===== config.mk =====
export PLATFORM = sky130hd
export DESIGN_NAME = erase_seq
export DESIGN_NICKNAME = d
export VERILOG_FILES = /design/src/rtl/erase_pkg.sv /design/src/rtl/erase_rx.sv /design/src/rtl/erase_decode.sv /design/src/rtl/erase_engine.sv /design/src/rtl/erase_seq.sv
export SDC_FILE = /design/constraint.sdc
export NUM_CORES = 1
export LEC_CHECK = 0
export CORE_MARGIN = 2
export CORE_UTILIZATION = 60
export CTS_CLUSTER_SIZE = 10
export DETAILED_ROUTE_END_ITERATION = 8
export PLACE_DENSITY = 0.87
export SYNTH_ARGS = -nofsm -noshare
export SYNTH_HDL_FRONTEND = slang
export SYNTH_SLANG_ARGS = --single-unit
export TNS_END_PERCENT = 30

===== constraint.sdc =====
create_clock -name clk_i -period 5.7 [get_ports clk_i]
set_input_delay 1.14 -clock clk_i [delete_from_list [all_inputs] [get_ports clk_i]]
set_output_delay 1.14 -clock clk_i [all_outputs]
set_load 0.02 [all_outputs]

===== src/rtl/erase_pkg.sv =====
package erase_pkg;
  localparam logic [7:0] OP_SECT_A = 8'h20;
  localparam logic [7:0] OP_SECT_B = 8'hD7;
  localparam logic [7:0] OP_BLOCK  = 8'hD8;
  localparam int unsigned FRAME_BITS = 32;

  typedef enum logic [1:0] {
    ER_NONE  = 2'd0,
    ER_SECT  = 2'd1,
    ER_BLOCK = 2'd2
  } er_kind_e;
endpackage


===== src/rtl/erase_rx.sv =====
module erase_rx (
  input  logic        clk_i,
  input  logic        rst_ni,
  input  logic        cs_n_i,
  input  logic        bit_valid_i,
  input  logic        bit_i,
  output logic [31:0] frame_o,
  output logic        len_ok_o,
  output logic        cs_rise_o
);
  import erase_pkg::*;

  logic [31:0] sr_q;
  logic [5:0]  cnt_q;
  logic        cs_n_q;

  always_ff @(posedge clk_i or negedge rst_ni) begin
    if (!rst_ni) begin
      sr_q   <= '0;
      cnt_q  <= '0;
      cs_n_q <= 1'b1;
    end else begin
      cs_n_q <= cs_n_i;
      if (cs_n_i) begin
        cnt_q <= '0;
      end else if (bit_valid_i) begin
        sr_q <= {sr_q[30:0], bit_i};
        if (cnt_q != 6'd63) cnt_q <= cnt_q + 6'd1;
      end
    end
  end

  assign frame_o   = sr_q;
  assign len_ok_o  = (cnt_q == 6'(FRAME_BITS));
  assign cs_rise_o = cs_n_i && !cs_n_q;


  cnt_clear_chk: assert property (@(posedge clk_i) disable iff (!rst_ni)
    $past(cs_n_i) |-> cnt_q == '0);
endmodule


===== src/rtl/erase_decode.sv =====
module erase_decode #(
  parameter int unsigned ADDR_W = 18,
  parameter int unsigned SEC_W  = 12,
  parameter int unsigned BLK_W  = 16,
  parameter int unsigned NBLK   = 1 << (ADDR_W - BLK_W)
) (
  input  logic              clk_i,
  input  logic              rst_ni,
  input  logic [31:0]       frame_i,
  input  logic              len_ok_i,
  input  logic              cs_rise_i,
  input  logic              wel_set_i,
  input  logic [NBLK-1:0]   prot_i,
  input  logic              busy_i,
  output logic              start_o,
  output logic              blk_o,
  output logic [ADDR_W-1:0] base_o,
  output logic              wel_o
);
  import erase_pkg::*;

  localparam int unsigned NB_W = ADDR_W - BLK_W;
  localparam logic [ADDR_W-1:0] SEC_MASK = ~ADDR_W'((1 << SEC_W) - 1);
  localparam logic [ADDR_W-1:0] BLK_MASK = ~ADDR_W'((1 << BLK_W) - 1);

  logic [7:0]        op;
  logic [ADDR_W-1:0] addr;
  logic [NB_W-1:0]   blk_idx;
  er_kind_e          kind;
  logic              wel_q;

  assign op      = frame_i[31:24];
  assign addr    = frame_i[ADDR_W-1:0];
  assign blk_idx = addr[ADDR_W-1:BLK_W];

  always_comb begin
    unique case (op)
      OP_SECT_A, OP_SECT_B: kind = ER_SECT;
      OP_BLOCK:             kind = ER_BLOCK;
      default:              kind = ER_NONE;
    endcase
  end

  assign start_o = cs_rise_i && len_ok_i && (kind != ER_NONE) &&
                   wel_q && !prot_i[blk_idx] && !busy_i;
  assign blk_o   = (kind == ER_BLOCK);
  assign base_o  = addr & (blk_o ? BLK_MASK : SEC_MASK);

  always_ff @(posedge clk_i or negedge rst_ni) begin
    if (!rst_ni)        wel_q <= 1'b0;
    else if (start_o)   wel_q <= 1'b0;
    else if (wel_set_i) wel_q <= 1'b1;
  end

  assign wel_o = wel_q;


  wel_clear_chk: assert property (@(posedge clk_i) disable iff (!rst_ni)
    $rose(busy_i) |-> !wel_q);
endmodule


===== src/rtl/erase_engine.sv =====
module erase_engine #(
  parameter int unsigned ADDR_W = 18,
  parameter int unsigned SEC_W  = 12,
  parameter int unsigned BLK_W  = 16
) (
  input  logic              clk_i,
  input  logic              rst_ni,
  input  logic              start_i,
  input  logic              blk_i,
  input  logic [ADDR_W-1:0] base_i,
  output logic              busy_o,
  output logic [ADDR_W-1:0] addr_o
);
  localparam logic [BLK_W-1:0] BLK_LAST = '1;
  localparam logic [BLK_W-1:0] SEC_LAST = BLK_W'((1 << SEC_W) - 1);

  logic              busy_q;
  logic [ADDR_W-1:0] ptr_q;
  logic [BLK_W-1:0]  left_q;

  always_ff @(posedge clk_i or negedge rst_ni) begin
    if (!rst_ni) begin
      busy_q <= 1'b0;
      ptr_q  <= '0;
      left_q <= '0;
    end else if (start_i) begin
      busy_q <= 1'b1;
      ptr_q  <= base_i;
      left_q <= blk_i ? BLK_LAST : SEC_LAST;
    end else if (busy_q) begin
      if (left_q == '0) begin
        busy_q <= 1'b0;
      end else begin
        left_q <= left_q - 1'b1;
        ptr_q  <= ptr_q + 1'b1;
      end
    end
  end

  assign busy_o = busy_q;
  assign addr_o = ptr_q;


  step_chk: assert property (@(posedge clk_i) disable iff (!rst_ni)
    busy_q && $past(busy_q) |-> ptr_q == $past(ptr_q) + 1'b1);

  done_chk: assert property (@(posedge clk_i) disable iff (!rst_ni)
    $fell(busy_q) |-> $past(left_q) == '0);
endmodule


===== src/rtl/erase_seq.sv =====
module erase_seq #(
  parameter int unsigned ADDR_W = 18,
  parameter int unsigned SEC_W  = 12,
  parameter int unsigned BLK_W  = 16,
  parameter int unsigned NBLK   = 1 << (ADDR_W - BLK_W)
) (
  input  logic              clk_i,
  input  logic              rst_ni,
  input  logic              cs_n_i,
  input  logic              bit_valid_i,
  input  logic              bit_i,
  input  logic              wel_set_i,
  input  logic [NBLK-1:0]   prot_i,
  output logic              busy_o,
  output logic              wel_o,
  output logic              mem_we_o,
  output logic [ADDR_W-1:0] mem_addr_o,
  output logic [7:0]        mem_data_o
);
  logic [31:0]       frame;
  logic              len_ok, cs_rise, start, blk;
  logic [ADDR_W-1:0] base;

  erase_rx u_rx (
    .clk_i, .rst_ni, .cs_n_i, .bit_valid_i, .bit_i,
    .frame_o(frame), .len_ok_o(len_ok), .cs_rise_o(cs_rise)
  );

  erase_decode #(.ADDR_W(ADDR_W), .SEC_W(SEC_W), .BLK_W(BLK_W), .NBLK(NBLK)) u_dec (
    .clk_i, .rst_ni, .frame_i(frame), .len_ok_i(len_ok), .cs_rise_i(cs_rise),
    .wel_set_i, .prot_i, .busy_i(busy_o), .start_o(start), .blk_o(blk),
    .base_o(base), .wel_o
  );

  erase_engine #(.ADDR_W(ADDR_W), .SEC_W(SEC_W), .BLK_W(BLK_W)) u_eng (
    .clk_i, .rst_ni, .start_i(start), .blk_i(blk), .base_i(base),
    .busy_o, .addr_o(mem_addr_o)
  );

  assign mem_we_o   = busy_o;
  assign mem_data_o = 8'hFF;


  start_edge_chk: assert property (@(posedge clk_i) disable iff (!rst_ni)
    $rose(busy_o) |-> $past(cs_rise) && $past(len_ok));

  no_restart_chk: assert property (@(posedge clk_i) disable iff (!rst_ni)
    busy_o && $past(busy_o) |-> mem_addr_o != $past(mem_addr_o));
endmodule


Word-level counts from Yosys, hierarchy flattened
Index checks and enable logic that the tools add are counted.
W data, S select, Z words.

operators by class
  add/sub/neg operators = 3
  $mul = 0
  div/mod/pow operators = 0
  order comparisons = 1
  equal/unequal tests = 7
  shifts and indexed selects = 0
  multiplexer cells = 19
  bitwise logic cells = 2
  reductions and logical operators = 19

operator list
  operator                 count
  $mux W16                 5
  $mux W18                 3
  $add A18 B1 Y18 const B  1
  $and A18 B18 Y18         1
  $mux W6                  3
  $eq A8 B8 Y1 const B     2
  $logic_not A16 Y1        1
  $sub A16 B1 Y16 const B  1
  $reduce_bool A2 Y1       5
  $eq A8 B6 Y1 const B     1
  $add A6 B1 Y6 const B    1
  $eq A6 B6 Y1 const B     1
  $logic_and A1 B1 Y1      6
  $mux W1                  6
  $ne A6 B6 Y1 const B     1
  $reduce_and A2 Y1        3
  $pmux W2 S2              1
  $logic_not A1 Y1         3
  $lt A2 B3 Y1 const B     1
  $bmux W1 S2              1
  $eq A2 B2 Y1 const B     1
  $ne A2 B2 Y1 const B     1
  $reduce_or A2 Y1         1
  $not A1 Y1               1

word-level totals
  bits in registers = 75
  bits in latches = 0
  bits in writable memories = 0
  bits in read-only memories = 0
  input bits = 10
  word-level logic and storage cells = 58
  memories kept = 0

Longest topological paths before layout
Gate-level depths: netlist of the first run.

  word-level depth = 10
  gate-level depth with buffers = 9
  gate-level depth less buffers = 7

Modules after synthesis
Synthesis of the first run repeated with hierarchy kept, for this count alone.

second synthesis, totals
  cells, all modules = 392
  area, all modules = 4115.2 um^2

by module, submodules not included
  module        instances  cells an instance  area each (um^2)  sequential area each (um^2)
  erase_engine  1          235                2140.8            875.8
  erase_rx      1          113                1629.1            977.2
  erase_decode  1          34                 274.0             25.0
  erase_seq     1          10                 71.3              0.0

Worst setup path after synthesis of the first run
Ideal clock, no wire load.

  path type = input -> register
  start point = input prot_i[3]
  end point = register u_eng.ptr_q[12], in the netlist u_eng.addr_o[12]
  setup time = 0.120 ns
  arrival time = 2.696 ns
  required time = 5.580 ns
  path slack = 2.884 ns
  stages = 6
  cells stage by stage = mux4_2 > or4_4 > a31o_4 > buf_2 > a21oi_1 > nor2_1

on the way
  cells in the longest elaborated chain, start to end = 7

ends and longest elaborated chain
  what                                                                        line                source
  from (decl)                                                                 erase_seq.sv:13     input logic [NBLK-1:0] prot_i,
  $bmux W1 S2 (*)                                                             erase_decode.sv:45  wel_q && !prot_i[blk_idx] && !busy_i;
  $mux W1 (not written as such) (*)                                           erase_decode.sv:45
  $logic_not A1 Y1 (*)                                                        erase_decode.sv:45
  $logic_and A1 B1 Y1 (*) (2 in series)                                       erase_decode.sv:45
  $ne A2 B2 Y1 (no source line) / $reduce_bool A2 Y1 (equally long branches)  -
  $reduce_and A2 Y1 (no source line)                                          -
  to (signal assigned)                                                        erase_engine.sv:28  ptr_q <= base_i;
  to (signal assigned)                                                        erase_engine.sv:35  ptr_q <= ptr_q + 1'b1;
  to (decl)                                                                   erase_engine.sv:18  logic [ADDR_W-1:0] ptr_q;

Every way passes the cells marked *; elsewhere a longest branch is shown, timed or not. The select of a mux whose other input is x is not followed.
A chain may end at the register's enable or synchronous reset.

Worst setup path in the final report of the first run
  start point = input cs_n_i
  end point = register u_eng.ptr_q[15], in the netlist u_eng.addr_o[15]

on the way
  cells in the longest elaborated chain, start to end = 8

ends and longest elaborated chain
  what                                                                        line                source
  from (decl)                                                                 erase_seq.sv:9      input logic cs_n_i,
  $logic_and A1 B1 Y1 (*)                                                     erase_rx.sv:35      assign cs_rise_o = cs_n_i && !cs_n_q;
  $logic_and A1 B1 Y1 (*) (3 in series)                                       erase_decode.sv:44  assign start_o = cs_rise_i && len_ok_i && (kind != ER_NONE) &&
  $logic_and A1 B1 Y1 (*) (2 in series)                                       erase_decode.sv:45
  $ne A2 B2 Y1 (no source line) / $reduce_bool A2 Y1 (equally long branches)  -
  $reduce_and A2 Y1 (no source line)                                          -

Every way passes the cells marked *; elsewhere a longest branch is shown, timed or not.

==> results of run 1 <==
==> cell usage after synthesis, types with 2 or more instances <==
library cell   n
buf_2          2
mux2_2        31
a21oi_1        5
nand2_1       23
buf_4         10
nor2_1        29
nor4_1         8
and4_1         2
and2_1         2
o211ai_1       3
and3_1         5
ha_1           5
clkbuf_1       9
nor2b_1        3
o21ai_0        8
xor2_1        18
nand3_1       27
nor3_1         7
or4_1          2
mux2i_1        5
nand4_1       16
or3_1          3
inv_1          9
a211oi_1       2
dfrtp_1       74
o21a_1         2
==> logic make-up after synthesis <==
| family | after synthesis | share of synthesized area |
|---|---|---|
| flip-flops | 75 | 0.520 |
| multiplexers | 37 | 0.117 |
| AO/OA/AOI/OAI | 29 | 0.0610 |
| AND/OR/NAND/NOR | 134 | 0.192 |
| buffers and inverters | 31 | 0.0454 |
| other | 1 | 0.00104 |
| XOR/XNOR | 19 | 0.0461 |
| adder cells (fa/ha/maj) | 5 | 0.0173 |
==> final cells by class <==
type,instances,share of cell area
Tap cell,75,0.0228
Sequential cell,75,0.457
Clock buffer,9,0.0301
Clock inverter,7,0.0189
Inverter,9,0.00821
Timing Repair Buffer,32,0.0754
Multi-Input combinational cell,232,0.388
==> path summary, 6_finish.rpt <==
path                                  start                to  slack [ps]  depth (start not counted)
min in group asynchronous            rst_ni  u_eng.left_q[13]         980                          2
hold reg to reg            u_rx.frame_o[23]  u_rx.frame_o[24]         510                          1
max in group asynchronous            rst_ni  u_eng.addr_o[10]        4120                          2
hold / removal             u_rx.frame_o[23]  u_rx.frame_o[24]         510                          1
setup reg to reg            u_eng.left_q[4]  u_eng.addr_o[15]        2890                          5
setup / recovery                     cs_n_i  u_eng.addr_o[15]        2270                          6
==> registers in the layout, summed over array words and instances (netlist names) <==
name	count
u_rx.frame_o	32
u_eng.addr_o	18
u_eng.left_q	16
u_rx.cnt_q	6
u_dec.wel_o	1
u_eng.busy_o	1
u_rx.cs_n_q	1
==> per-stage QoR <==
| step | worst slack (ps) | utilization | cell area, um^2 |
|---|---|---|---|
| floorplan | 2880 | - | 3630 |
| global placement | 1990 | 0.669 | 3910 |
| detailed placement | 1900 | 0.669 | 3910 |
| CTS | 2290 | 0.703 | 4110 |
| global route | 2170 | 0.703 | 4110 |
| finish | 2270 | 0.703 | 4110 |
==> routing by layer <==
layer / GRT usage / part of all wire / vias to the layer above
met5: 0 / 0 / -
li1: - / - / 1225
met1: 0.294 / 0.44 / 1302
met4: 0.0508 / 0.0056 / 0
met3: 0.0725 / 0.045 / 4
met2: 0.350 / 0.51 / 65
==> power breakdown <==
part           total (mW)  switching, mW  leakage (nW)  internal (mW)
clock               0.403          0.228         0.100          0.175
sequential          0.801          0.134         0.904          0.667
combinational       0.351          0.165         0.727          0.187
total                1.56          0.526          1.73           1.03
==> placed cells by master, fill, tap and decap left out, drive strengths merged, types with 3 or more instances in the layout <==
cell,count
inv,14
clkdlybuf4s50,29
conb,8
o211ai,3
clkbuf,9
mux2,31
and3,5
dfrtp,74
nor3,7
nand4,16
xor2,18
mux2i,5
or4,3
nor2b,3
nor4,8
a21oi,5
ha,5
buf,3
nand2,23
nor2,29
nand3,27
or3,3
o21ai,8
==> metrics, run 1 <==
post-route ant nets=0; vias per cell=5.91; Max transition margin=0.389; delay-heaviest family, CP=compound AO/OA/AOI/OAI gates; worst slew pin tran=916 ps; crit start category=input pin; IO Count=39; later-pin clock latency in the skew report=360 ps; Filler Cells Inserted=427; Die H=81.6 um; grt total ovfl=0; max-cap viol count=0; status=finished, final reports clean; Tot GR Track Use=0.220; Post-CTS Resized=0; Worst-path clk slew=90 ps; Detail Placement HPWL=4320 um; Final Non-Filler Cells=439; Syn-to-layout area delta=14.0%; first-pass GRT wire length=11100 um; TritonCTS Buffers=9; die area=6650 um^2; Post-synth EDFFs=0; CTS tree=yes; via count=2596; Mapped Cells=331; Worst setup EP type=flip-flop; initial antenna violation count=0; Fin Hold WS=508 ps; Die Width=81.6 um; Root Driver=clkbuf_8; layout cells sized above 1=0.162; Initial Util=0.617; ys flop type=dfrtp_1; setup TNS=0 ps; Min-Delay Path Class=reg2reg; CTS sink count=75; pwr dens=378 nW/um^2; CP max stage delay=650 ps; vias in the first global route=2384; number of distinct library cells after synthesis=47; crit path DAT=3680 ps; Multi-input gate area=1600 um^2; Synth area leaders=dfrtp_1 (51%), mux2_2 (9.7%), xor2_1 (4.4%); Max VDD drop=269 uV; n_diodes=0; final period utilization=0.601; Crit Path Category=in2reg; register area=1880 um^2; Placed Cells=423; Max Clk Rate=0.292 GHz; Slew Limit Fails=0; Cell Chain, Critical Path=clkdlybuf4s50_1 -> or3b_2 -> or4_4 -> a31oi_4 -> a211oi_1 -> a311oi_1; Iter 0 DRT Violations=203; largest net degree at the start of global routing=76; post-synth top area share=0.513; ys async rst share=1.00; crit-path max FO=22; Leakage Power=1.73 nW; final hold vios=0; CTS H-Tree Depth=3; synthesized area=3610 um^2; Finish-stage setup viols=0; RD Place Congestion=0.803; row cnt=28; Avg Cell Area, Syn=10.9 um^2; post-CTS setup repair buffer count=0; unrepaired setup endpoints after global routing=no; clock tree buffer depth=2; # nets final=374; cts hold-fix bufs=0; CP Data Required Time=5950 ps; Synth Warn #=0; buffers plus inverters on the worst setup path=1; routed wire length=6410 um; router iterations before antenna repair=4; port bufs=30; leading area contributor after synthesis=dfrtp_1; wire per inst=14.6 um; Seq/Total Area, Yosys=0.520; total power=1.56 mW; post-synthesis register bit count=75; Critical-path top delay cell=clkdlybuf4s50_1; Fin Clk Skew=11.2 ps; Final min period=3430 ps; drc violations=0; core box area=5850 um^2
(Power assumes the default switching activity.)
==> run 2, diff against run 1 <==
- CORE_UTILIZATION: 60 -> 51
- PLACE_DENSITY: 0.87 -> 0.79
- clock period: 5.7 -> 2.85 ns (I/O delays scaled with it)
==> metrics, run 2 (synthesis results as in run 1) <==
status=finished, final reports clean (unchanged); port bufs=30 (unchanged); first-pass GRT wire length=11300 um (was 11100 um); Slew Limit Fails=0 (unchanged); Max VDD drop=466 uV (was 269 uV); Crit Path Category=reg2reg (was in2reg); drc violations=0 (unchanged); Worst Reg-to-Reg Cells=6 (was 5); Initial Util=0.528 (was 0.617); die area=7760 um^2 (was 6650 um^2); FF-to-FF End=u_eng.addr_o[13] (was u_eng.addr_o[15]); register area=1880 um^2 (unchanged); grt total ovfl=0 (unchanged); CP Data Required Time=3110 ps (was 5950 ps); Fin Hold WS=230 ps (was 508 ps); initial antenna violation count=0 (unchanged); Placed Cells=449 (was 423); Worst-path clk slew=90 ps (about the same); Leakage Power=1.76 nW (was 1.73 nW); IO Count=39 (unchanged); unrepaired setup endpoints after global routing=no (unchanged); vias per cell=5.50 (was 5.91); Fin Clk Skew=7.98 ps (was 11.2 ps); crit-path max FO=17 (was 22); Filler Cells Inserted=613 (was 427); worst r2r src=u_eng.left_q[8] (was u_eng.left_q[4]); Post-CTS Resized=0 (unchanged); max reg flops=32 (unchanged); later-pin clock latency in the skew report=360 ps (about the same); Syn-to-layout area delta=15.6% (was 14.0%); worst slew pin tran=533 ps (was 916 ps); Root Driver=clkbuf_8 (unchanged); CTS H-Tree Depth=3 (unchanged); wire per inst=13.9 um (was 14.6 um); crit start category=flip-flop (was input pin); Detail Placement HPWL=4380 um (was 4320 um); max-cap viol count=0 (unchanged); Final Non-Filler Cells=465 (was 439); CTS tree=yes (unchanged); cts hold-fix bufs=0 (unchanged); Reg2Reg Setup Slack=440 ps (was 2890 ps); final period utilization=0.846; post-CTS setup repair buffer count=0 (unchanged); n_diodes=0 (unchanged); CTS sink count=75 (unchanged); clock tree buffer depth=2 (unchanged); vias in the first global route=2412 (was 2384); RD Place Congestion=0.787 (was 0.803); row cnt=30 (was 28); Iter 0 DRT Violations=162 (was 203); setup TNS=0 ps (unchanged); TritonCTS Buffers=9 (unchanged); Max transition margin=0.641 (was 0.389); Final min period=2410 ps; Multi-input gate area=1600 um^2 (unchanged); Max Clk Rate=0.415 GHz; worst setup path start=u_eng.left_q[8] (was cs_n_i); post-route ant nets=0 (unchanged); # nets final=379 (was 374); most frequent cells in the layout=dfrtp_1 (74), mux2_2 (31), nor2_1 (29), clkdlybuf4s50_1 (29), nand3_1 (27) (unchanged); via count=2557 (was 2596); Worst setup EP type=flip-flop (unchanged); Die H=88.1 um (was 81.6 um); routed wire length=6470 um (was 6410 um); pwr dens=735 nW/um^2 (was 378 nW/um^2); layout cells sized above 1=0.173 (was 0.162); Min-Delay Path Class=in2async (was reg2reg); Tot GR Track Use=0.191 (was 0.220); leading cell type in the layout, fill and taps excluded=dfrtp_1 (unchanged); Die Width=88.1 um (was 81.6 um); core box area=6830 um^2 (was 5850 um^2); router iterations before antenna repair=5 (was 4); largest net degree at the start of global routing=76 (unchanged); Finish-stage setup viols=0 (unchanged); crit path DAT=2670 ps (was 3680 ps); final hold vios=0 (unchanged)
==> run 2: through the flow <==
| stage | utilization | area [um^2] | power (mW) | worst slack (ps) |
|---|---|---|---|---|
| finish | 0.611 | 4170 | 3.07 | 438 |
| floorplan | - | 3630 | 2.03 | 604 |
| global placement | 0.584 | 3990 | 2.29 | 153 |
| global route | 0.611 | 4170 | 3.26 | 323 |
| CTS | 0.611 | 4170 | 3.10 | 441 |
| detailed placement | 0.584 | 3990 | 2.33 | 95.4 |
==> run 2: critical path: stages, from the launching register on <==
cell,delay (ps)
dfrtp_1,420
nor4_1,500
nand4_1,380
buf_4,310
and2_1,260
mux2i_1,150
a211oi_1,290
==> run 2: layer usage <==
layer	global-route usage	routed length, um
met2	0.298	3120
met5	0	0
met4	0.0661	110
met3	0.0613	263
met1	0.254	2980
==> run 2: how the worst max path moves through the flow <==
stage,slack [ps],to
after CTS,440,u_eng.addr_o[13]
after global routing,320,u_eng.addr_o[13]
after floorplan,600,u_eng.addr_o[12]
after global placement,150,u_eng.addr_o[12]
after detailed placement,100,u_eng.left_q[14]
final,440,u_eng.addr_o[13]
==> run 2: cell type report <==
cell class	instances	area share
flip-flops and latches	75	0.450
clock buffers	9	0.0297
repair buffers	37	0.0864
multi-input cells	232	0.382
inverters	9	0.00810
well taps	96	0.0288
clock inverters	7	0.0144
==> run 2: power breakdown <==
part | total [mW] | internal [mW] | switching (mW)
Clock | 0.765 | 0.331 | 0.434
Combinational | 0.700 | 0.376 | 0.324
Sequential | 1.60 | 1.33 | 0.265
Total | 3.07 | 2.04 | 1.02
